**src/rtl/lcnt_pkg.sv**
```systemverilog
// Package: shared types for the loadable counter.
// Assumes nothing beyond IEEE 1800-2017.
package lcnt_pkg;
    // Operation chosen for the next synchronous edge.
    typedef enum logic [1:0] {
        OP_HOLD = 2'd0,
        OP_LOAD = 2'd1,
        OP_INC  = 2'd2
    } lcnt_op_e;
endpackage

```
**src/rtl/lcnt_mode_dec.sv**
```systemverilog
// Module: lcnt_mode_dec
// Picks the synchronous operation by priority: a load beats counting,
// and counting needs both enables. Assumes that the asynchronous clear
// is handled at the register and not here.
module lcnt_mode_dec
    import lcnt_pkg::*;
(
    input  logic     load_n,
    input  logic     cnt_en,
    input  logic     carry_en,
    output lcnt_op_e op
);
    // Priority decode of load over enables.
    always_comb begin
        if (!load_n)
            op = OP_LOAD;
        else if (cnt_en && carry_en)
            op = OP_INC;
        else
            op = OP_HOLD;
    end
endmodule

```
**src/rtl/lcnt_next.sv**
```systemverilog
// Module: lcnt_next
// Computes the next count value for the chosen operation. The increment
// wraps modulo 2**WIDTH. Assumes that op is one of the three encoded values.
module lcnt_next
    import lcnt_pkg::*;
#(
    parameter int WIDTH = 4
) (
    input  lcnt_op_e         op,
    input  logic [WIDTH-1:0] cur,
    input  logic [WIDTH-1:0] load_val,
    output logic [WIDTH-1:0] nxt
);
    localparam logic [WIDTH-1:0] ONE = WIDTH'(1);

    // Next-state selection.
    always_comb begin
        unique case (op)
            OP_LOAD: nxt = load_val;
            OP_INC:  nxt = cur + ONE;
            default: nxt = cur;
        endcase
    end
endmodule

```
**src/rtl/lcnt_carry.sv**
```systemverilog
// Module: lcnt_carry
// Ripple-carry term: an AND chain across all count bits, gated by the
// carry enable. It is purely combinational. Assumes WIDTH >= 1.
module lcnt_carry #(
    parameter int WIDTH = 4
) (
    input  logic [WIDTH-1:0] cur,
    input  logic             carry_en,
    output logic             carry_out
);
    logic [WIDTH:0] chain;

    assign chain[0] = carry_en;

    genvar i;
    generate
        for (i = 0; i < WIDTH; i++) begin : g_and
            // One stage of the AND chain.
            assign chain[i+1] = chain[i] & cur[i];
        end
    endgenerate

    assign carry_out = chain[WIDTH];
endmodule

```
**src/rtl/lcnt_counter.sv**
```systemverilog
// Module: lcnt_counter (top)
// Loadable synchronous up-counter with an asynchronous active-low clear,
// a synchronous active-low load, two count enables and a ripple carry.
// Assumes that all cascaded stages share clk and that par_in is stable
// around the rising edge.
module lcnt_counter
    import lcnt_pkg::*;
#(
    parameter int WIDTH = 4
) (
    input  logic             clk,
    input  logic             clr_n,
    input  logic             load_n,
    input  logic             cnt_en,
    input  logic             carry_en,
    input  logic [WIDTH-1:0] par_in,
    output logic [WIDTH-1:0] count,
    output logic             carry_out
);
    localparam logic [WIDTH-1:0] ALL_ONES = {WIDTH{1'b1}};
    localparam logic [WIDTH-1:0] ZERO     = '0;

    lcnt_op_e         op;
    logic [WIDTH-1:0] nxt;

    lcnt_mode_dec u_dec (
        .load_n   (load_n),
        .cnt_en   (cnt_en),
        .carry_en (carry_en),
        .op       (op)
    );

    lcnt_next #(.WIDTH(WIDTH)) u_next (
        .op       (op),
        .cur      (count),
        .load_val (par_in),
        .nxt      (nxt)
    );

    lcnt_carry #(.WIDTH(WIDTH)) u_carry (
        .cur       (count),
        .carry_en  (carry_en),
        .carry_out (carry_out)
    );

    // Count register: the clear acts at once, otherwise update on the edge.
    always_ff @(posedge clk or negedge clr_n) begin
        if (!clr_n)
            count <= ZERO;
        else
            count <= nxt;
    end


    clear_zero_chk: assert property (@(negedge clk)
        !clr_n |-> count == ZERO);


    load_apply_chk: assert property (@(posedge clk) disable iff (!clr_n)
        !load_n |=> count == $past(par_in));


    hold_stable_chk: assert property (@(posedge clk) disable iff (!clr_n)
        (load_n && !(cnt_en && carry_en)) |=> $stable(count));


    inc_step_chk: assert property (@(posedge clk) disable iff (!clr_n)
        (load_n && cnt_en && carry_en) |=> count == $past(count) + WIDTH'(1));


    wrap_zero_chk: assert property (@(posedge clk) disable iff (!clr_n)
        (load_n && cnt_en && carry_en && count == ALL_ONES) |=> count == ZERO);


    carry_term_chk: assert property (@(posedge clk) disable iff (!clr_n)
        carry_out |-> (count == ALL_ONES && carry_en));


    carry_present_chk: assert property (@(posedge clk) disable iff (!clr_n)
        (count == ALL_ONES && carry_en) |-> carry_out);
endmodule

```
**config.mk**
```make
export PLATFORM = sky130hd
export DESIGN_NAME = lcnt_counter
export DESIGN_NICKNAME = d
export VERILOG_FILES = /design/src/rtl/lcnt_pkg.sv /design/src/rtl/lcnt_mode_dec.sv /design/src/rtl/lcnt_next.sv /design/src/rtl/lcnt_carry.sv /design/src/rtl/lcnt_counter.sv
export SDC_FILE = /design/constraint.sdc
export NUM_CORES = 1
export LEC_CHECK = 0
export ABC_CLOCK_PERIOD_IN_PS = 1400
export CAP_MARGIN = 20
export CORE_AREA = 2 2 39 41
export CTS_CLUSTER_DIAMETER = 150
export DETAILED_ROUTE_END_ITERATION = 10
export DIE_AREA = 0 0 41 43
export SYNTH_ARGS = -nofsm -noshare
export SYNTH_HDL_FRONTEND = slang
export SYNTH_SLANG_ARGS = --single-unit
```
**constraint.sdc**
```tcl
create_clock -name clk -period 1.4 [get_ports clk]
set_input_delay 0.35 -clock clk [delete_from_list [all_inputs] [get_ports clk]]
set_output_delay 0.35 -clock clk [all_outputs]
set_load 0.01 [all_outputs]
```
# [After elaboration in Yosys (flattened, before gate mapping)]
# Index checks and enable logic that the tools add are counted.
[totals] ff_bits=4 in_bits=9 out_inout_bits=5 elab_cells=13
[classes] n_addsub=1 eq_ne=2 mux=3 bitwise=4 n_reduce_logical=2
[op_table] cell="case mux 4 bit (2 select lines)" n=1
[op_table] cell="adder 4 x 1 -> 4 bit, second input constant" n=1
[op_table] cell="AND 1 bit" n=4
[op_table] cell="2-to-1 mux 2 bit" n=2
[op_table] cell="equality test 2 x 1 -> 1 bit, second input constant" n=1
[op_table] cell="equality test 2 bit, second input constant" n=1
[op_table] cell="nonzero test 2 bit" n=1
[op_table] cell="logical AND 1 bit" n=1

# [Logic depth before layout (Yosys ltp)]
# Gate-level depths: netlist (run 1).
[depth] depth_word=5 mapped_depth=4 depth_no_buf=4

# [Cells and area by module]
# Synthesis (run 1) repeated with hierarchy kept, for this count alone.
[unflattened] hier_cells=32 area_unflattened_um2=284.0
[modules_own_cells] mod="lcnt_next" instances=1 cells_per_inst=23 area_each_um2=161.4 seq_area_each_um2=0.0
[modules_own_cells] mod="lcnt_counter" instances=1 cells_per_inst=4 area_each_um2=100.1 seq_area_each_um2=100.1
[modules_own_cells] mod="lcnt_carry" instances=1 cells_per_inst=3 area_each_um2=12.5 seq_area_each_um2=0.0
[modules_own_cells] mod="lcnt_mode_dec" instances=1 cells_per_inst=2 area_each_um2=10.0 seq_area_each_um2=0.0

# [Worst setup path before layout (run 1)]
# OpenSTA, ideal clock, no wires.
[synth_timing] path_type="register to register" startpoint="register count[0]" endpoint="register count[3]" setup_time_ns=0.082 t_arrival_ns=1.009 required_time_ns=1.318 path_slack_ns=0.309 path_stages_with_launch=4 path_buffers=0 synth_period_minus_slack_ns=1.091 path_cell_list="dfrtp_1 nand3_2 or3_1 a31oi_1"
[synth_via] elab_chain_len=2
[synth_rtl] element="start: declaration" line="lcnt_counter.sv:17" rtl="output logic [WIDTH-1:0] count,"
[synth_rtl] element="start signal: assignment" line="lcnt_counter.sv:51" rtl="count <= nxt;"
[synth_rtl] element="adder 4 x 1 -> 4 bit" line="lcnt_next.sv:20" rtl="OP_INC: nxt = cur + ONE;"
[synth_rtl] element="case mux 4 bit (2 select lines)" line="lcnt_next.sv:18" rtl="unique case (op)"
# Every way passes these cells.
# A chain may end at the register's enable or synchronous reset.

# [Worst setup path in the final report (run 1)]
[layout_timing] startpoint="register count[2]" endpoint="output port count[2]"
# No word-level cell between the ends.

==> flow_summary_export.csv, run 1 <==
group,metric,value,unit
logic_synthesis,ys_warn_count,0,
timing,finalSetupViolations,0,
critical_path,reg2reg_from,"count[0]",
detailed_routing,post-route-drc-count,0,
detailed_routing,vias_per_cell,3.95,
timing,hold_violations,0,
run_status,status,"complete, no violations",
global_routing,grt_pass1_wl,931,um
layout,instances_no_fill,60,
logic_synthesis,synth-xor-area-share,0.0805,
timing,worst_slew_pin_slew,0.275,ns
power,ir_worst_vdd,0.000500,V
die,die_h,43,um
die,io_pins,14,
placement,placed_area,402,um^2
critical_path,crit_buf_inv,2,
power,fin_total_pwr,0.409,mW
min_path,hold_class,"in2async",
layout,drive_gt1_frac,0.227,
detailed_routing,first_pass_iters,2,
critical_path,crit_family,"flip-flops",
critical_path,worst_ep_arrival_time,0.99,ns
critical_path,cp_num_cells,2,
logic_synthesis,ys_seq_area_frac,0.460,
cts,cts_tree,"built",
placement,dp_slack,-0.436,ns
critical_path,reg2regPathDepth,5,
die,die_area,1760,um^2
global_routing,grt_max_degree,9,
cts,clock_latency,0.24,ns
critical_path,reg2reg_to,"count[2]",
cts,clockBufferDepth,2,
layout,top_regs,"count x4",
critical_path,crit_type,"reg2out",
critical_path,cp-start-kind,"flop",
placement,dp_hpwl,462,um
detailed_routing,drtIter0Drc,2,
logic_synthesis,netlist_area,218,um^2
logic_synthesis,synth_compound_area_frac,0.121,
critical_path,crit_fanout,2,
logic_synthesis,synth.distinct_cells,13,
critical_path,cpPeakStageDelay,0.38,ns
flow_run,drv.max_cap_violation_count,0,
timing,slew-limit-headroom,0.816,
logic_synthesis,ys_ff_latch,4,
logic_synthesis,synth_area_per_cell,9.07,um^2
timing,finalClockSkew,0.00725,ns
cts,clk_pin_slew,0.04,ns
layout,largest_reg_flops,4,
global_routing,grt_pass1_vias,250,
detailed_routing,ant_nets,0,
layout,design_area,417,um^2
logic_synthesis,muxShareOfSynthArea,0.0460,
cts,clockRootBuffer,"clkbuf_4",
cts,clock_sinks,4,
timing,rsz0062_at_grt,"no",
layout,area_delta_synth_final,91.4,%
global_routing,overflow,0,
critical_path,slowest_stage,"dfrtp_1",
logic_synthesis,yosys.area_share.simple,0.218,
placement,numPortBuffers,13,
cts,cts_htree_levels,1,
timing,final.period_utilization,0.957,
layout,antenna_cells,0,
layout,fill_cells,150,
die,initial_utilization,0.157,
logic_synthesis,syn_inst,24,
global_routing,antenna_found_initial,0,
detailed_routing,wl_per_cell,9.90,um
critical_path,required,1.05,ns
layout,fin_nets,56,
cts,cts_inserted_buffers,3,
detailed_routing,wirelength,594,um
critical_path,crit_path_end_kind,"primary output",
logic_synthesis,synth_nets,34,
timing,slew_violations,0,
layout,top_register,"count",
critical_path,r2r_slack,0.23,ns
global_routing,grtUsageTotal,0.0845,
timing,layout_setup_ws,0.0596,ns
die,die_width,41,um
detailed_routing,dr_total_vias,237,
placement,place.gp.congestion,0.753,
die,num_rows,14,
placement,dp.cells,57,
logic_synthesis,synth_top_family_by_area,"simple AND/OR/NAND/NOR gates",
timing,fmax,746,MHz
die,core,1380,um^2
power,p_leak,0.185,nW
timing,layout_min_cycle_time,1.34,ns
power,powerDensity,982,nW/um^2
critical_path,crit_chain,"buf_4 > clkdlybuf4s15_1",
logic_synthesis,synthAdderAreaFrac,0.0575,
[cell usage after synthesis (all sizes together)]
cell,instances,area (um^2)
nor2,5,18.8
mux2i,1,10.0
ha,1,12.5
a21oi,3,15.0
or3,1,6.26
nand3,2,15.0
nand2,2,7.51
o21ai,1,5.00
clkbuf,1,3.75
a31oi,1,6.26
xor2,2,17.5
dfrtp,4,100
[layer usage]
metal  share of wire  vias to the layer above  global-route usage  routed length [um]
li1                -                      122                   -                   -
met1            0.43                      103              0.0841                 255
met2            0.46                       12               0.122                 276
met3            0.11                        0              0.0681                  63
met4               0                        0              0.0400                   0
met5               0                        -                   0                   0
[through the flow]
step	hold WS [ns]	TNS (ns)	util
3_5_place_dp	0.576	-0.748	0.290
3_3_place_gp	0.572	-0.756	0.290
4_1_cts	0.307	0	0.301
6_report	0.312	0	0.301
2_1_floorplan	0.0544	0	-
5_1_grt	0.323	0	0.301
[worst register-to-register path, cell delays in order, from the launching register on]
cell and delay [ns]:
dfrtp_1 0.38, buf_4 0.15, ha_1 0.20, nand3_1 0.09, xor2_1 0.14, a21oi_1 0.08
[worst max-delay path by stage]
stage,end,slack (ns),startpoint
after global routing,count[1],0.01,count[1]
after CTS,count[2],0.04,count[2]
after detailed placement,carry_out,-0.44,carry_en
after global placement,carry_out,-0.43,carry_en
final,count[2],0.06,count[2]
after floorplan,count[3],0.31,count[0]
[cell usage in the layout, fill, tap and decap left out]
cell type / n
clkdlybuf4s15_1: 3
clkbuf_4: 3
a21oi_1: 3
nor2_1: 5
ha_1: 1
nand3_2: 1
xor2_1: 2
dlygate4sd2_1: 2
o21ai_0: 1
nand2_1: 2
nand3_1: 1
buf_4: 5
mux2i_1: 1
clkdlybuf4s50_1: 7
a31oi_1: 1
or3_1: 1
buf_2: 1
dfrtp_1: 4
[kinds of logic after synthesis]
group,after synthesis
AOI/OAI and AO/OA,5
and+or+nand+nor,10
xor gates and xnor gates,2
buffers and inverters,1
DFF,4
adders and majority gates,1
muxes,1
[cell type report]
cell class,instances,area (um^2),share of cell area
timing repair buffer,18,160,0.384
clock buffer,3,22.5,0.0541
multi-input combinational,19,114,0.273
tap,16,20.0,0.0480
sequential,4,100,0.240
[power by group]
part	internal, mW	total, mW	switching (mW)
clock network	0.0962	0.148	0.0523
registers	0.130	0.140	0.00962
logic	0.0710	0.121	0.0501
[what timing repair did]
action,in CTS,in global routing
setup endpoints to repair,5,0
setup buffers,0,0
resized for setup,12,0
hold buffers,0,0
(Power assumes the default switching activity.)
==> run 2, diff against run 1 <==
--- a/config.mk
+++ b/config.mk
@@ -6,11 +6,11 @@
 export NUM_CORES = 1
 export LEC_CHECK = 0
 export ABC_CLOCK_PERIOD_IN_PS = 1400
-export CAP_MARGIN = 20
 export CORE_AREA = 2 2 39 41
 export CTS_CLUSTER_DIAMETER = 150
 export DETAILED_ROUTE_END_ITERATION = 10
 export DIE_AREA = 0 0 41 43
+export GPL_ROUTABILITY_DRIVEN = 0
 export SYNTH_ARGS = -nofsm -noshare
 export SYNTH_HDL_FRONTEND = slang
 export SYNTH_SLANG_ARGS = --single-unit
==> results of run 2 <==
Final layout, timing and power as in run 1 (identical DEF).
